<file path="config.mk">
export PLATFORM = sky130hd
export DESIGN_NAME = bus_hold_guard
export DESIGN_NICKNAME = d
export VERILOG_FILES = /design/src/rtl/bhg_pkg.sv /design/src/rtl/bhg_low_timer.sv /design/src/rtl/bhg_release_fsm.sv /design/src/rtl/bus_hold_guard.sv
export SDC_FILE = /design/constraint.sdc
export NUM_CORES = 1
export LEC_CHECK = 0
export BUFFER_PORTS_ARGS = -buffer_cell sky130_fd_sc_hd__buf_2
export CORE_ASPECT_RATIO = 0.7
export CORE_MARGIN = 2
export CORE_UTILIZATION = 25
export CTS_BUF_LIST = sky130_fd_sc_hd__clkbuf_16
export DETAILED_ROUTE_END_ITERATION = 10
export PLACE_DENSITY_LB_ADDON = 0.12
export SKIP_LAST_GASP = 1
export SLEW_MARGIN = 20
export SYNTH_ARGS = -nofsm -noshare
export SYNTH_HDL_FRONTEND = slang
export SYNTH_SLANG_ARGS = --single-unit
export TNS_END_PERCENT = 5
</file>
<file path="constraint.sdc">
create_clock -name clk -period 4 [get_ports clk]
set_clock_uncertainty 0.15 [all_clocks]
set_input_delay 0.6 -clock clk [delete_from_list [all_inputs] [get_ports clk]]
set_output_delay 0.6 -clock clk [all_outputs]
set_load 0.02 [all_outputs]
</file>
<file path="src/rtl/bhg_pkg.sv">
package bhg_pkg;
    typedef enum logic [1:0] {
        ST_ARMED   = 2'd0,
        ST_SETTLE  = 2'd1,
        ST_EXTHOLD = 2'd2
    } guard_st_e;
endpackage

</file>
<file path="src/rtl/bhg_low_timer.sv">
module bhg_low_timer #(
    parameter int TMO_W = 8
) (
    input  logic             clk,
    input  logic             rst_n,
    input  logic             scl_in,
    input  logic             sda_in,
    input  logic             armed,
    input  logic             tick,
    input  logic [TMO_W-1:0] limit,
    output logic             bus_low,
    output logic             hit
);
    typedef struct packed {
        logic [TMO_W-1:0] cnt;
    } tmr_s;

    tmr_s st_d, st_q;
    logic [TMO_W:0] cnt_inc;

    always_comb begin
        st_d    = st_q;
        bus_low = !scl_in || !sda_in;
        cnt_inc = {1'b0, st_q.cnt} + 1'b1;
        hit     = armed && (limit != '0) && bus_low && tick
                  && (cnt_inc >= {1'b0, limit});
        if (!armed || !bus_low) begin
            st_d.cnt = '0;
        end else if (tick && (st_q.cnt != '1)) begin
            st_d.cnt = cnt_inc[TMO_W-1:0];
        end
    end

    always_ff @(posedge clk or negedge rst_n) begin
        if (!rst_n) st_q <= '0;
        else        st_q <= st_d;
    end

    AST_CLEAR_ON_HIGH: assert property (@(posedge clk) disable iff (!rst_n)
        (scl_in && sda_in) |=> (st_q.cnt == '0));
endmodule

</file>
<file path="src/rtl/bhg_release_fsm.sv">
module bhg_release_fsm
    import bhg_pkg::*;
#(
    parameter int SETTLE_CYC = 2
) (
    input  logic clk,
    input  logic rst_n,
    input  logic hit,
    input  logic bus_low,
    output logic armed,
    output logic event_o,
    output logic sleep_o
);
    localparam int SET_W = $clog2(SETTLE_CYC + 1);
    localparam logic [SET_W-1:0] SET_LAST = SET_W'(SETTLE_CYC - 1);

    typedef struct packed {
        guard_st_e        st;
        logic [SET_W-1:0] settle;
        logic             ev;
    } fsm_s;

    fsm_s st_d, st_q;

    always_comb begin
        st_d    = st_q;
        st_d.ev = 1'b0;
        unique case (st_q.st)
            ST_ARMED: begin
                if (hit) begin
                    st_d.st     = ST_SETTLE;
                    st_d.settle = '0;
                    st_d.ev     = 1'b1;
                end
            end
            ST_SETTLE: begin
                if (st_q.settle == SET_LAST) begin
                    st_d.st = bus_low ? ST_EXTHOLD : ST_ARMED;
                end else begin
                    st_d.settle = st_q.settle + 1'b1;
                end
            end
            ST_EXTHOLD: begin
                if (!bus_low) st_d.st = ST_ARMED;
            end
            default: st_d.st = ST_ARMED;
        endcase
    end

    always_ff @(posedge clk or negedge rst_n) begin
        if (!rst_n) st_q <= '{st: ST_ARMED, settle: '0, ev: 1'b0};
        else        st_q <= st_d;
    end

    assign armed   = (st_q.st == ST_ARMED);
    assign event_o = st_q.ev;
    assign sleep_o = (st_q.st == ST_EXTHOLD);

    AST_ONE_CYCLE_EVENT: assert property (@(posedge clk) disable iff (!rst_n)
        event_o |=> !event_o);
    AST_SLEEP_NEEDS_LOW: assert property (@(posedge clk) disable iff (!rst_n)
        $rose(sleep_o) |-> $past(bus_low));
    AST_SLEEP_EXIT: assert property (@(posedge clk) disable iff (!rst_n)
        (sleep_o && !bus_low) |=> (!sleep_o && armed));
endmodule

</file>
<file path="src/rtl/bus_hold_guard.sv">
module bus_hold_guard #(
    parameter int TMO_W      = 8,
    parameter int SETTLE_CYC = 2
) (
    input  logic             clk,
    input  logic             rst_n,
    input  logic             scl_in,
    input  logic             sda_in,
    input  logic             scl_pull_req,
    input  logic             sda_pull_req,
    input  logic [TMO_W-1:0] limit_cfg,
    input  logic             half_sec_tick,
    output logic             scl_pull,
    output logic             sda_pull,
    output logic             timeout_pulse,
    output logic             sleep_req
);
    logic armed, bus_low, hit;

    bhg_low_timer #(.TMO_W(TMO_W)) u_timer (
        .clk     (clk),
        .rst_n   (rst_n),
        .scl_in  (scl_in),
        .sda_in  (sda_in),
        .armed   (armed),
        .tick    (half_sec_tick),
        .limit   (limit_cfg),
        .bus_low (bus_low),
        .hit     (hit)
    );

    bhg_release_fsm #(.SETTLE_CYC(SETTLE_CYC)) u_fsm (
        .clk     (clk),
        .rst_n   (rst_n),
        .hit     (hit),
        .bus_low (bus_low),
        .armed   (armed),
        .event_o (timeout_pulse),
        .sleep_o (sleep_req)
    );

    assign scl_pull = scl_pull_req && armed;
    assign sda_pull = sda_pull_req && armed;

    AST_RELEASE_ON_EVENT: assert property (@(posedge clk) disable iff (!rst_n)
        timeout_pulse |-> (!scl_pull && !sda_pull));
    AST_ZERO_LIMIT_QUIET: assert property (@(posedge clk) disable iff (!rst_n)
        timeout_pulse |-> ($past(limit_cfg) != '0));
    AST_SLEEP_KEEPS_RELEASE: assert property (@(posedge clk) disable iff (!rst_n)
        sleep_req |-> (!scl_pull && !sda_pull));
endmodule

</file>
==> summary.md <==
| Metric | Value |
|---|---|
| Outcome | `complete, no violations` |
| Tot GR Track Use | `between 10% and 20%` |
| Worst EP required | `4.01 ns` |
| Max FO, Critical Path | `5` |
| Top post-synthesis cells by count | `dfrtp_1, inv_1, ha_1` |
| Final ANT Viol Nets | `0` |
| Vias | `794` |
| Post-Syn Nets | `123` |
| Clk_lat worst skew | `between 0.2 and 0.25 ns` |
| Slew headroom | `~71%` |
| Worst setup EP type | `flop` |
| DRC Markers | `0` |
| Post-Route WL | `around 1900 um` |
| Die area | `between 0.004 and 0.005 mm2` |
| Initial Utilization | `26.0%` |
| CTS tree | `yes` |
| Critical Path AT | `roughly 2.6 ns` |
| Post-cts resize count | `0` |
| Initial DRC count | `31` |
| RSZ-0062 raised after global routing | `no` |
| Largest net degree at the start of global routing | `14` |
| Die width | `76.5 um` |
| Worst-path cell chain | `ha_1, nand4_1, or2_4, xnor2_1, ha_1, a21oi_1, o22ai_1, nor3_1, o211ai_2, mux2i_1` |
| Yosys warnings | `0` |
| Number of global-route vias before repair | `751` |
| Max incr delay on CP | `around 0.40 ns` |
| Non-filler cells, final | `between 150 and 200` |
| Seq/Total Area, Yosys | `35.3%` |
| Maxcap violations | `0` |
| Setup violators final | `0` |
| Count leader, synth | `dfrtp_1` |
| Max-slew violations | `0` |
| Period utilization | `64.3%` |
| CTS Sinks | `13` |
| Slowest CP cell | `dfrtp_1` |
| Drt wl/cell | `~11 um` |
| Port bufs | `18` |
| Io pins | `19` |
| Crit path time final | `approximately 2.6 ns` |
| Post-Syn Area | `921 um2` |
| Post-DP HPWL | `around 1700 um` |
| FFs w/ async S/R, synth | `100%` |
| CTS root buf | `clkbuf_16` |
| Final core utilization | `32.6%` |
| F_max | `between 0.3 and 0.4 GHz` |
| Gr ovfl total | `0` |
| Syn_area_per_cell | `between 9 and 10 um2` |
| Worst path most repeated cell | `ha_1` |
| VDD IR-drop max | `roughly 0.00017 V` |
| Maximum clock path buffer count | `2` |
| Cells after DPL | `about 170` |
| First-pass GRT wire length | `3420 um` |
| Synth Instances | `just under 100` |
| Unique masters post-synth | `32` |
| Routability Congestion | `0.756` |
| Fill count | `about 380` |
| Type of origin of the critical path | `flop` |
| Power Dens Cells | `411 mW/mm2` |
| Top post-synthesis cells by area | `dfrtp_1, ha_1, inv_1` |
| TNS Setup | `0 ns` |
| Min-delay worst type | `in2async` |
| Power after layout | `474 uW` |
| Setup CP Type | `reg2reg` |
| Cell accounting for the most synthesized area | `dfrtp_1` |
| Post-synth EDFFs | `0` |
| Initial antenna violation count | `0` |
| Ys flop type | `dfrtp_1` |
| Die outline height | `between 50 and 60 um` |
| Final Hold Fails | `0` |
| Clock transition at path regs | `approximately 0.04 ns` |
| Fraction of layout cells with a size suffix above 1 | `roughly 22%` |
| Leakage | `0.000584 uW` |
| Yosys top cell area share | `about a third` |
| #FFs+latches synth | `13` |
| # rows | `18` |
| Pre-antenna DRT Iters | `5` |
| Synth-to-layout area growth | `25.1%` |
| Ant. Diodes | `0` |
| Postcts setup bufs | `0` |
| Hold Buf Count CTS | `0` |
| TritonCTS Buffers | `3` |
| Worst-Margin Slew | `~0.43 ns` |
| H-Tree Depth | `1` |
| Final net count | `146` |
| Via density | `roughly 4.7` |
| Core area | `~0.0035 mm2` |
==> routing by layer <==
layer,track usage [%],share of wire (%),up-vias
met5,0,0,-
met4,2.73,0,0
met3,3.80,5.5,0
met2,18.3,45,18
met1,13.9,50,372
li1,-,-,404
==> sequential cells by signal (all words and copies together) (netlist names) <==
| signal | flops |
|---|---|
| u_fsm.st_q | 4 |
| u_timer.st_q | 8 |
| u_fsm.event_o | 1 |
==> through the flow <==
stage | hold WS, ns | setup WS [ns] | area (um2)
after floorplan | 0.154 | 1.70 | 921
after global placement | 0.320 | 1.51 | 1070
after detailed placement | 0.342 | 1.43 | 1070
after CTS | 0.100 | 1.42 | 1150
after global routing | 0.111 | 1.20 | 1150
final | 0.0910 | 1.43 | 1150
==> cell usage in the layout (no fill, tap or decap), drive strengths merged <==
cell / netlist / final
ha: 10 / 10
a22o: 3 / 3
nand4: 1 / 1
nand2b: 1 / 1
nor4: 2 / 2
clkbuf: 0 / 3
xnor2: 4 / 4
o21ai: 2 / 2
nor3: 2 / 2
dfrtp: 13 / 13
a211oi: 2 / 2
xor2: 2 / 2
mux2i: 1 / 1
nor2: 5 / 5
or2: 1 / 1
nor2b: 3 / 3
and3: 1 / 1
a211o: 1 / 1
mux2: 1 / 1
nand2: 5 / 5
o211a: 1 / 1
inv: 12 / 13
a21oi: 6 / 6
o31ai: 3 / 3
o311ai: 2 / 2
o22ai: 2 / 2
a21o: 1 / 1
nand3: 7 / 7
o21a: 1 / 1
buf: 0 / 18
o211ai: 1 / 1
nor3b: 2 / 2
==> critical path: cells and delay by family, from the launching register on <==
family / cells / cell delay [ns]
xor+xnor: 1 / 0.13
fa+ha+maj: 2 / 0.55
compound gates: 3 / 0.34
simple gates: 3 / 0.78
mux: 1 / 0.14
flops: 1 / 0.40
==> final cells by class <==
cell class,instances,area [um2],share of cell area (%)
inverters,12,45.0,3.91
clock inverters,1,3.75,0.326
clock buffers,3,75.1,6.51
well taps,50,62.6,5.43
flip-flops and latches,13,325,28.2
repair buffers,18,90.1,7.82
multi-input cells,73,551,47.8
==> cells by family (layout without fill, tap and decap cells) <==
family	Yosys count	count (layout)	synth area share (%)
compound gates	25	25	20.9
xor+xnor	6	6	5.71
fa+ha+maj	10	10	13.6
buf+inv	12	34	4.89
flops	13	13	35.3
mux	2	2	2.31
simple gates	30	30	17.3
==> report_power, final <==
part / switching [uW] / internal (uW) / leakage [uW] / total [uW]
Clock: 50.2 / 131 / 0.0000423 / 182
Sequential: 20.2 / 153 / 0.000174 / 173
Combinational: 64.1 / 55.2 / 0.000368 / 119
==> final timing paths <==
kind,from,to,slack [ns],depth (start not counted)
max in group asynchronous,rst_n,u_timer.st_q[0],3.38,1
min reg2reg,u_fsm.st_q[1],u_fsm.st_q[1],0.34,1
min in group clk,u_fsm.st_q[1],u_fsm.st_q[1],0.34,1
max,u_timer.st_q[0],u_fsm.st_q[1],1.43,10
max reg2reg,u_timer.st_q[0],u_fsm.st_q[1],1.43,10
min,rst_n,u_timer.st_q[6],0.09,1
No activity file was read; power rests on OpenSTA's default activity.
